## config.mk

```make
export PLATFORM = sky130hd
export DESIGN_NAME = serdma_ctrl
export DESIGN_NICKNAME = d
export VERILOG_FILES = /design/src/rtl/serdma_pkg.sv /design/src/rtl/serdma_decode.sv /design/src/rtl/serdma_addr_regs.sv /design/src/rtl/serdma_flags.sv /design/src/rtl/serdma_ctrl.sv
export SDC_FILE = /design/constraint.sdc
export NUM_CORES = 1
export LEC_CHECK = 0
export ABC_AREA = 1
export BUFFER_PORTS_ARGS = -buffer_cell sky130_fd_sc_hd__buf_2
export CAP_MARGIN = 25
export CORE_ASPECT_RATIO = 1.25
export CORE_MARGIN = 5
export CORE_UTILIZATION = 35
export CTS_CLUSTER_DIAMETER = 40
export DETAILED_ROUTE_END_ITERATION = 10
export PLACE_DENSITY = 0.65
export SLEW_MARGIN = 0
export SYNTH_ARGS = -nofsm -noshare
export SYNTH_HDL_FRONTEND = slang
export SYNTH_SLANG_ARGS = --single-unit
```

## constraint.sdc

```tcl
create_clock -name clk -period 3.06 [get_ports clk]
set_input_delay 0.306 -clock clk [delete_from_list [all_inputs] [get_ports clk]]
set_output_delay 0.306 -clock clk [all_outputs]
set_load 0.1 [all_outputs]
```

## src/rtl/serdma_pkg.sv

```systemverilog
package serdma_pkg;

    localparam int unsigned OFF_W = 5;

    localparam logic [OFF_W-1:0] OFF_MEMADDR = 5'h00;
    localparam logic [OFF_W-1:0] OFF_BLK_RD  = 5'h04;
    localparam logic [OFF_W-1:0] OFF_WORD_WR = 5'h08;
    localparam logic [OFF_W-1:0] OFF_BLK_WR  = 5'h10;
    localparam logic [OFF_W-1:0] OFF_WORD_RD = 5'h14;
    localparam logic [OFF_W-1:0] OFF_STATUS  = 5'h18;

    localparam int unsigned BIT_IRQ  = 12;
    localparam int unsigned BIT_ERR  = 3;
    localparam int unsigned BIT_PEND = 2;
    localparam int unsigned BIT_IOB  = 1;
    localparam int unsigned BIT_DMAB = 0;

    typedef enum logic [1:0] {
        XFER_BLK_RD  = 2'd0,
        XFER_BLK_WR  = 2'd1,
        XFER_WORD_WR = 2'd2
    } xfer_kind_e;

    typedef struct packed {
        logic       wr_mem;
        logic       wr_side;
        logic       start;
        xfer_kind_e kind;
        logic       wr_status;
    } bus_evt_t;

endpackage

```

## src/rtl/serdma_decode.sv

```systemverilog
module serdma_decode
    import serdma_pkg::*;
(
    input  logic             bus_wr,
    input  logic [OFF_W-1:0] bus_addr,
    output bus_evt_t         evt
);

    always_comb begin
        evt = '{wr_mem: 1'b0, wr_side: 1'b0, start: 1'b0,
                kind: XFER_BLK_RD, wr_status: 1'b0};
        if (bus_wr) begin
            case (bus_addr)
                OFF_MEMADDR: evt.wr_mem = 1'b1;
                OFF_BLK_RD: begin
                    evt.wr_side = 1'b1;
                    evt.start   = 1'b1;
                    evt.kind    = XFER_BLK_RD;
                end
                OFF_BLK_WR: begin
                    evt.wr_side = 1'b1;
                    evt.start   = 1'b1;
                    evt.kind    = XFER_BLK_WR;
                end
                OFF_WORD_WR: begin
                    evt.wr_side = 1'b1;
                    evt.start   = 1'b1;
                    evt.kind    = XFER_WORD_WR;
                end
                OFF_WORD_RD: evt.wr_side   = 1'b1;
                OFF_STATUS:  evt.wr_status = 1'b1;
                default: ;
            endcase
        end
    end

endmodule

```

## src/rtl/serdma_addr_regs.sv

```systemverilog
module serdma_addr_regs #(
    parameter int unsigned MEM_AW  = 24,
    parameter int unsigned SIDE_AW = 9
) (
    input  logic               clk,
    input  logic               rst_n,
    input  logic               wr_mem,
    input  logic               side_load,
    input  logic [MEM_AW-1:0]  mem_wdata,
    input  logic [SIDE_AW-1:0] side_wdata,
    output logic [MEM_AW-1:0]  mem_addr,
    output logic [SIDE_AW-1:0] side_word
);

    typedef struct packed {
        logic [MEM_AW-1:0]  mem;
        logic [SIDE_AW-1:0] side;
    } addr_state_t;

    addr_state_t st_d, st_q;

    always_comb begin
        st_d = st_q;
        if (wr_mem)    st_d.mem  = mem_wdata;
        if (side_load) st_d.side = side_wdata;
    end

    always_ff @(posedge clk) begin
        if (!rst_n) st_q <= '0;
        else        st_q <= st_d;
    end

    assign mem_addr  = st_q.mem;
    assign side_word = st_q.side;

endmodule

```

## src/rtl/serdma_flags.sv

```systemverilog
module serdma_flags
    import serdma_pkg::*;
(
    input  logic       clk,
    input  logic       rst_n,
    input  bus_evt_t   evt,
    input  logic       eng_done,
    input  logic       io_rd_req,
    output logic       side_load,
    output logic       start_pulse,
    output xfer_kind_e start_kind,
    output logic       dma_busy,
    output logic       io_busy,
    output logic       wr_busy,
    output logic       err_flag,
    output logic       pend_flag,
    output logic       irq_flag,
    output logic       rd_go
);

    typedef struct packed {
        logic       dma_busy;
        logic       io_busy;
        logic       wr_busy;
        logic       err;
        logic       pend;
        logic       irq;
        logic       start;
        xfer_kind_e kind;
        logic       rd_go;
    } flag_state_t;

    flag_state_t st_d, st_q;

    logic done_now;
    logic start_ok;
    logic start_clash;
    logic rd_blocked;

    always_comb begin
        done_now    = eng_done && st_q.dma_busy;
        start_ok    = evt.start && !st_q.dma_busy;
        start_clash = evt.start && st_q.dma_busy;
        rd_blocked  = st_q.wr_busy && !done_now;

        st_d       = st_q;
        st_d.start = 1'b0;
        st_d.rd_go = 1'b0;

        // completion of the running transfer
        if (done_now) begin
            st_d.dma_busy = 1'b0;
            st_d.io_busy  = 1'b0;
            st_d.wr_busy  = 1'b0;
        end

        // interrupt: clear by status write, a fresh completion wins
        if (evt.wr_status) st_d.irq = 1'b0;
        if (done_now)      st_d.irq = 1'b1;

        // sticky overlap error
        if (start_clash) st_d.err = 1'b1;

        // launch
        if (start_ok) begin
            st_d.dma_busy = 1'b1;
            st_d.io_busy  = (evt.kind == XFER_WORD_WR);
            st_d.wr_busy  = (evt.kind != XFER_BLK_RD);
            st_d.start    = 1'b1;
            st_d.kind     = evt.kind;
        end

        // held IO read release once no write blocks it
        if (st_q.pend && !rd_blocked) begin
            st_d.pend  = 1'b0;
            st_d.rd_go = 1'b1;
        end

        // new IO read: hold behind a write or behind an older held read
        if (io_rd_req) begin
            if (rd_blocked || st_q.pend) st_d.pend  = 1'b1;
            else                         st_d.rd_go = 1'b1;
        end

        side_load = evt.wr_side && !start_clash;
    end

    always_ff @(posedge clk) begin
        if (!rst_n) st_q <= '{kind: XFER_BLK_RD, default: 1'b0};
        else        st_q <= st_d;
    end

    assign start_pulse = st_q.start;
    assign start_kind  = st_q.kind;
    assign dma_busy    = st_q.dma_busy;
    assign io_busy     = st_q.io_busy;
    assign wr_busy     = st_q.wr_busy;
    assign err_flag    = st_q.err;
    assign pend_flag   = st_q.pend;
    assign irq_flag    = st_q.irq;
    assign rd_go       = st_q.rd_go;

endmodule

```

## src/rtl/serdma_ctrl.sv

```systemverilog
module serdma_ctrl
    import serdma_pkg::*;
#(
    parameter int unsigned DATA_W  = 32,
    parameter int unsigned MEM_AW  = 24,
    parameter int unsigned SIDE_AW = 9
) (
    input  logic               clk,
    input  logic               rst_n,
    input  logic [OFF_W-1:0]   bus_addr,
    input  logic               bus_rd,
    input  logic               bus_wr,
    input  logic [DATA_W-1:0]  bus_wdata,
    output logic [DATA_W-1:0]  bus_rdata,
    output logic               eng_start,
    output logic [1:0]         eng_kind,
    output logic [MEM_AW-1:0]  eng_mem_addr,
    output logic [SIDE_AW-1:0] eng_side_addr,
    input  logic               eng_done,
    input  logic               io_rd_req,
    output logic               io_rd_go,
    output logic               irq
);

    localparam int unsigned SIDE_LSB = 2;
    localparam int unsigned SIDE_MSB = SIDE_AW + SIDE_LSB - 1;

    generate
        if (MEM_AW >= DATA_W || SIDE_MSB >= DATA_W || BIT_IRQ >= DATA_W) begin : g_bad_cfg
            $error("serdma_ctrl: address fields do not fit in the data word");
        end
    endgenerate

    bus_evt_t           evt;
    logic               side_load;
    logic [MEM_AW-1:0]  mem_addr;
    logic [SIDE_AW-1:0] side_word;
    logic               start_pulse;
    xfer_kind_e         start_kind;
    logic               dma_busy;
    logic               io_busy;
    logic               wr_busy;
    logic               err_flag;
    logic               pend_flag;
    logic               irq_flag;
    logic               rd_go;
    logic [DATA_W-1:0]  rd_word;
    logic               unused_wdata_hi;

    assign unused_wdata_hi = ^bus_wdata[DATA_W-1:MEM_AW];

    serdma_decode u_decode (
        .bus_wr   (bus_wr),
        .bus_addr (bus_addr),
        .evt      (evt)
    );

    serdma_addr_regs #(
        .MEM_AW  (MEM_AW),
        .SIDE_AW (SIDE_AW)
    ) u_addr (
        .clk        (clk),
        .rst_n      (rst_n),
        .wr_mem     (evt.wr_mem),
        .side_load  (side_load),
        .mem_wdata  (bus_wdata[MEM_AW-1:0]),
        .side_wdata (bus_wdata[SIDE_MSB:SIDE_LSB]),
        .mem_addr   (mem_addr),
        .side_word  (side_word)
    );

    serdma_flags u_flags (
        .clk         (clk),
        .rst_n       (rst_n),
        .evt         (evt),
        .eng_done    (eng_done),
        .io_rd_req   (io_rd_req),
        .side_load   (side_load),
        .start_pulse (start_pulse),
        .start_kind  (start_kind),
        .dma_busy    (dma_busy),
        .io_busy     (io_busy),
        .wr_busy     (wr_busy),
        .err_flag    (err_flag),
        .pend_flag   (pend_flag),
        .irq_flag    (irq_flag),
        .rd_go       (rd_go)
    );

    always_comb begin
        rd_word = '0;
        case (bus_addr)
            OFF_MEMADDR: rd_word[MEM_AW-1:0] = mem_addr;
            OFF_BLK_RD, OFF_WORD_WR, OFF_BLK_WR, OFF_WORD_RD:
                rd_word[SIDE_MSB:SIDE_LSB] = side_word;
            OFF_STATUS: begin
                rd_word[BIT_IRQ]  = irq_flag;
                rd_word[BIT_ERR]  = err_flag;
                rd_word[BIT_PEND] = pend_flag;
                rd_word[BIT_IOB]  = io_busy;
                rd_word[BIT_DMAB] = dma_busy;
            end
            default: ;
        endcase
        bus_rdata = bus_rd ? rd_word : '0;
    end

    assign eng_start     = start_pulse;
    assign eng_kind      = start_kind;
    assign eng_mem_addr  = mem_addr;
    assign eng_side_addr = side_word;
    assign io_rd_go      = rd_go;
    assign irq           = irq_flag;

endmodule

```

# == Yosys cells after proc, flatten, opt, wreduce, memory -nomap -nowiden ==
# Index checks and enable logic that the tools add are counted.
# word_totals
reg_bits,43
output_inout_bits,70
# classes
reduce_logical,16
n_mux,23
n_eq_ne,6
# ops
op,n
$mux 24,1
$eq 5x5->1 const B,3
$pmux 7 s2,1
$mux 1,12
$mux 11,1
$mux 3,3
$pmux 3 s3,1
$logic_and 1x1->1,6
$mux 6,1
$pmux 2 s3,1
$reduce_bool 2->1,3
$eq 5x3->1 const B,1
$eq 5x4->1 const B,1
$logic_not 5->1,1
$logic_not 1->1,4
$pmux 2 s2,1
$reduce_or 4->1,1
$eq 2x2->1 const B,1
$pmux 1 s2,1
$logic_or 1x1->1,1

# == Longest topological paths before layout ==
# depth
word_depth,8
mapped_depth,10
mapped_depth_nobuf,9

# == Cells and area by module ==
# Synthesis repeated with hierarchy kept, for this count alone.
# unflattened
cells_unflattened,372
hier_area_um2,2301.0
# by_module_without_submodules
module,area_each_um2,instances,cells_per_inst
serdma_addr_regs,1352.5,1,209
serdma_ctrl,478.0,1,90
serdma_flags,369.1,1,49
serdma_decode,101.3,1,24

# == Worst setup path after synthesis ==
# OpenSTA, ideal clock, no wires.
# synth_timing
path_type,reg-to-output
start,reg u_addr.st_q (netlist bit u_addr.mem_addr[2])
end,out bus_rdata[2]
t_required_ns,2.754
stages_incl_launch_ff,3
arrival_time_ns,2.757
path_slack_ns,-0.003
cell_sequence,dfxtp_1 > nand2_1 > a31oi_1
# synth_between
elab_chain_cells,2
# synth_lines
element,line,rtl
from (decl),serdma_addr_regs.sv:20,"addr_state_t st_d, st_q;"
from (signal assigned),serdma_addr_regs.sv:30,else st_q <= st_d;
$pmux 2 s3,serdma_ctrl.sv:92,case (bus_addr)
$mux 24,serdma_ctrl.sv:105,bus_rdata = bus_rd ? rd_word : '0;
to (decl),serdma_ctrl.sv:14,"output logic [DATA_W-1:0] bus_rdata,"
# No other way between the ends.

# == Worst setup path in the final report ==
# layout_timing
start,in bus_addr[1]
end,out bus_rdata[2]
# layout_between
elab_chain_cells,4
# layout_lines
element,line,rtl
from (decl),serdma_ctrl.sv:10,"input logic [OFF_W-1:0] bus_addr,"
$eq 5x3->1 (tied with other cells),serdma_ctrl.sv:92,
$reduce_or 4->1 (no line),n/a,
$pmux 2 s3 (*),serdma_ctrl.sv:92,
$mux 24 (*),serdma_ctrl.sv:105,
# Every way passes the cells marked *; elsewhere a longest branch is shown, timed or not.

==> results.toml <==
[clock_tree]
clock_latency_ps = 290
cts-buffers-inserted = 5
path_clk_slew_ps = 80
cts_tree = "done"
numClockSinks = 43
post-cts-setup-buffers = 0
hold_buffers = 0
cts_buffer_depth = 2
cts_resized = 0
cts_root_buf = "clkbuf_8"
cts_htree_levels = 2

[status]
status = "complete, no violations"

[layout]
multi_input_area_um2 = 1030
layout-drive-gt1-share = 0.329
nFillCells = 613
regArea_um2 = 861
final_common_cell = "buf_2"
nets = 425
final_cell_mix = "buf_2, nand2_1, nor2_1"
antenna_cells = 0
area_growth_pct = 25.3

[global_route]
antenna_found_initial = 0
grt_max_degree = 38
grt_overflow_total = 0
grt_pass1_wl_um = 9390
grt_pass1_vias = 1901
grt_usage = 0.152

[die]
die_h_um = 96.6
dieWidth_um = 79.3
num_io_pins = 113
coreArea_um2 = 5820
rows = 31
initial_core_util = 0.361
die_area_um2 = 7660

[place]
gp_congestion = 0.752
io_buffers = 96
hpwlAfterDp_um = 4370

[worst_setup_path]
worstPathMaxFanout = 14
cpPeakStageDelay_ps = 460
crit_start = "bus_addr[1]"
path_class = "input port to output pin"
r2r_cells = 4
worstPathRequired_ps = 2750
cpMaxStageDelayCell = "buf_2"
timing.rr.start = "u_flags.dma_busy$_SDFFE_PN0P_"
crit_end = "bus_rdata[2]"
r2r_end = "u_addr.side_word[4]$_SDFFE_PN0P_"
cp-end-kind = "output pin"
crit_path_start_kind = "input port"
worstPathArrival_ps = 2110
crit_path_frequent_cell = "buf_2"
r2r_slack_ps = 1970
crit_chain = "buf_2 -> nor2_4 -> nand3_2 -> inv_1 -> nand2_1 -> a31oi_2 -> buf_2"

[timing]
fin_skew_ps = 1.28
hold_ws_ps = 234
final.period_utilization = 0.790
hold_viol_final = 0
worst_pin_slew_ps = 618
fin_crit_ps = 2420
fmax_ghz = 0.413
max_slew_margin = 0.587
finalMaxSlewViolations = 0
rsz0062_at_grt = "no"
setup_tns_ps = 0
final-setup-viol-count = 0

[power_and_ir_drop]
power_density_nw_per_um2 = 434
peakVddDrop_mv = 0.186
p_leak_uw = 0.00135

[run]
drv_cap = 0

[detailed_routing]
ant_nets = 0
drc_errors = 0
firstDrtPassIters = 4
vias_per_cell = 4.71
via_count = 2113
wirelength_um = 5760
wl_per_cell_um = 12.8
drt_first_iter_violations = 79

[yosys]
ys_ff_latch = 43
synth_seq_area_share = 0.410
synth.distinct_cells = 25
yosysWarnings = 0
syn_area_um2 = 2100
synth_area_per_cell_um2 = 7.15
synth_cells = 294

[min_path]
worst_hold_path_type = "input port to register"
==> area by class of cell <==
cell class / instances / area share
clock inverter: 1 / 0.00190
tap: 66 / 0.0314
sequential: 43 / 0.327
clock buffer: 7 / 0.0290
timing repair buffer: 96 / 0.183
multi-input combinational: 212 / 0.392
inverter: 24 / 0.0361
==> worst max-delay path, delay by kind of cell <==
kind / cells / cell delay [ps]
AO/OA/AOI/OAI: 1 / 210
AND/OR/NAND/NOR: 3 / 590
buffers and inverters: 3 / 990
==> power by group <==
group | internal (uW) | leakage [uW] | switching [uW]
Sequential | 571 | 0.000348 | 9.60
Combinational | 40.5 | 0.000959 | 179
Clock | 160 | 0.0000422 | 181
Total | 771 | 0.00135 | 370
==> Yosys cell counts (all sizes together) <==
master / instances / area (um2)
nand2: 62 / 240
nor2: 59 / 241
dfxtp: 43 / 861
a21oi: 34 / 204
o21ai: 26 / 130
inv: 23 / 86.3
nand3: 18 / 140
buf: 17 / 134
clkbuf: 5 / 18.8
a31oi: 2 / 12.5
a21o: 1 / 7.51
and2: 1 / 6.26
clkinv: 1 / 8.76
conb: 1 / 3.75
nand4: 1 / 6.26
==> cells by family (layout without fill, tap and decap cells) <==
family	count (synthesis)	in the layout	share of synthesized area
and+or+nand+nor	141	141	0.302
other	1	8	0.00179
AOI/OAI and AO/OA	63	63	0.169
DFF	43	43	0.410
buffers and inverters	46	128	0.118
==> sequential cells by signal, summed over array words and instances, names as in the netlist <==
signal,flops
u_flags.start_pulse,1
u_flags.err_flag,1
u_flags.dma_busy,1
u_flags.irq_flag,1
u_flags.rd_go,1
u_flags.wr_busy,1
u_flags.start_kind,2
u_flags.pend_flag,1
u_addr.side_word,9
u_flags.io_busy,1
u_addr.mem_addr,24
==> how the worst min path moves through the flow <==
stage	from	end	slack [ps]	depth (start not counted)
after global placement	u_flags.wr_busy$_SDFFE_PN0P_	u_flags.rd_go$_SDFF_PN0_	430	1
after floorplan	u_flags.wr_busy$_SDFFE_PN0P_	u_flags.rd_go$_SDFF_PN0_	410	1
after CTS	bus_wdata[13]	u_addr.mem_addr[13]$_SDFFE_PN0P_	230	3
after detailed placement	u_flags.wr_busy$_SDFFE_PN0P_	u_flags.rd_go$_SDFF_PN0_	430	1
after global routing	bus_wdata[16]	u_addr.mem_addr[16]$_SDFFE_PN0P_	230	3
final	bus_wdata[13]	u_addr.mem_addr[13]$_SDFFE_PN0P_	230	3
==> layer usage <==
layer	vias up	share of wire	track usage	wire length (um)
li1	1098	-	-	-
met1	936	0.41	0.178	2350
met2	72	0.50	0.266	2900
met3	7	0.071	0.0353	407
met4	0	0.019	0.0556	110
met5	-	0	0	0
==> through the flow <==
stage                     utilization  power [uW]  setup slack [ps]  area (um2)  cells
final                           0.452        1140               641        2630    449
after global routing            0.452        1200               481        2630    449
after CTS                       0.452        1160               613        2630    449
after detailed placement        0.438         813               609        2550    441
after global placement          0.438         812               619        2550    441
after floorplan                     -         777               182        2140    301
(Power assumes the default switching activity.)
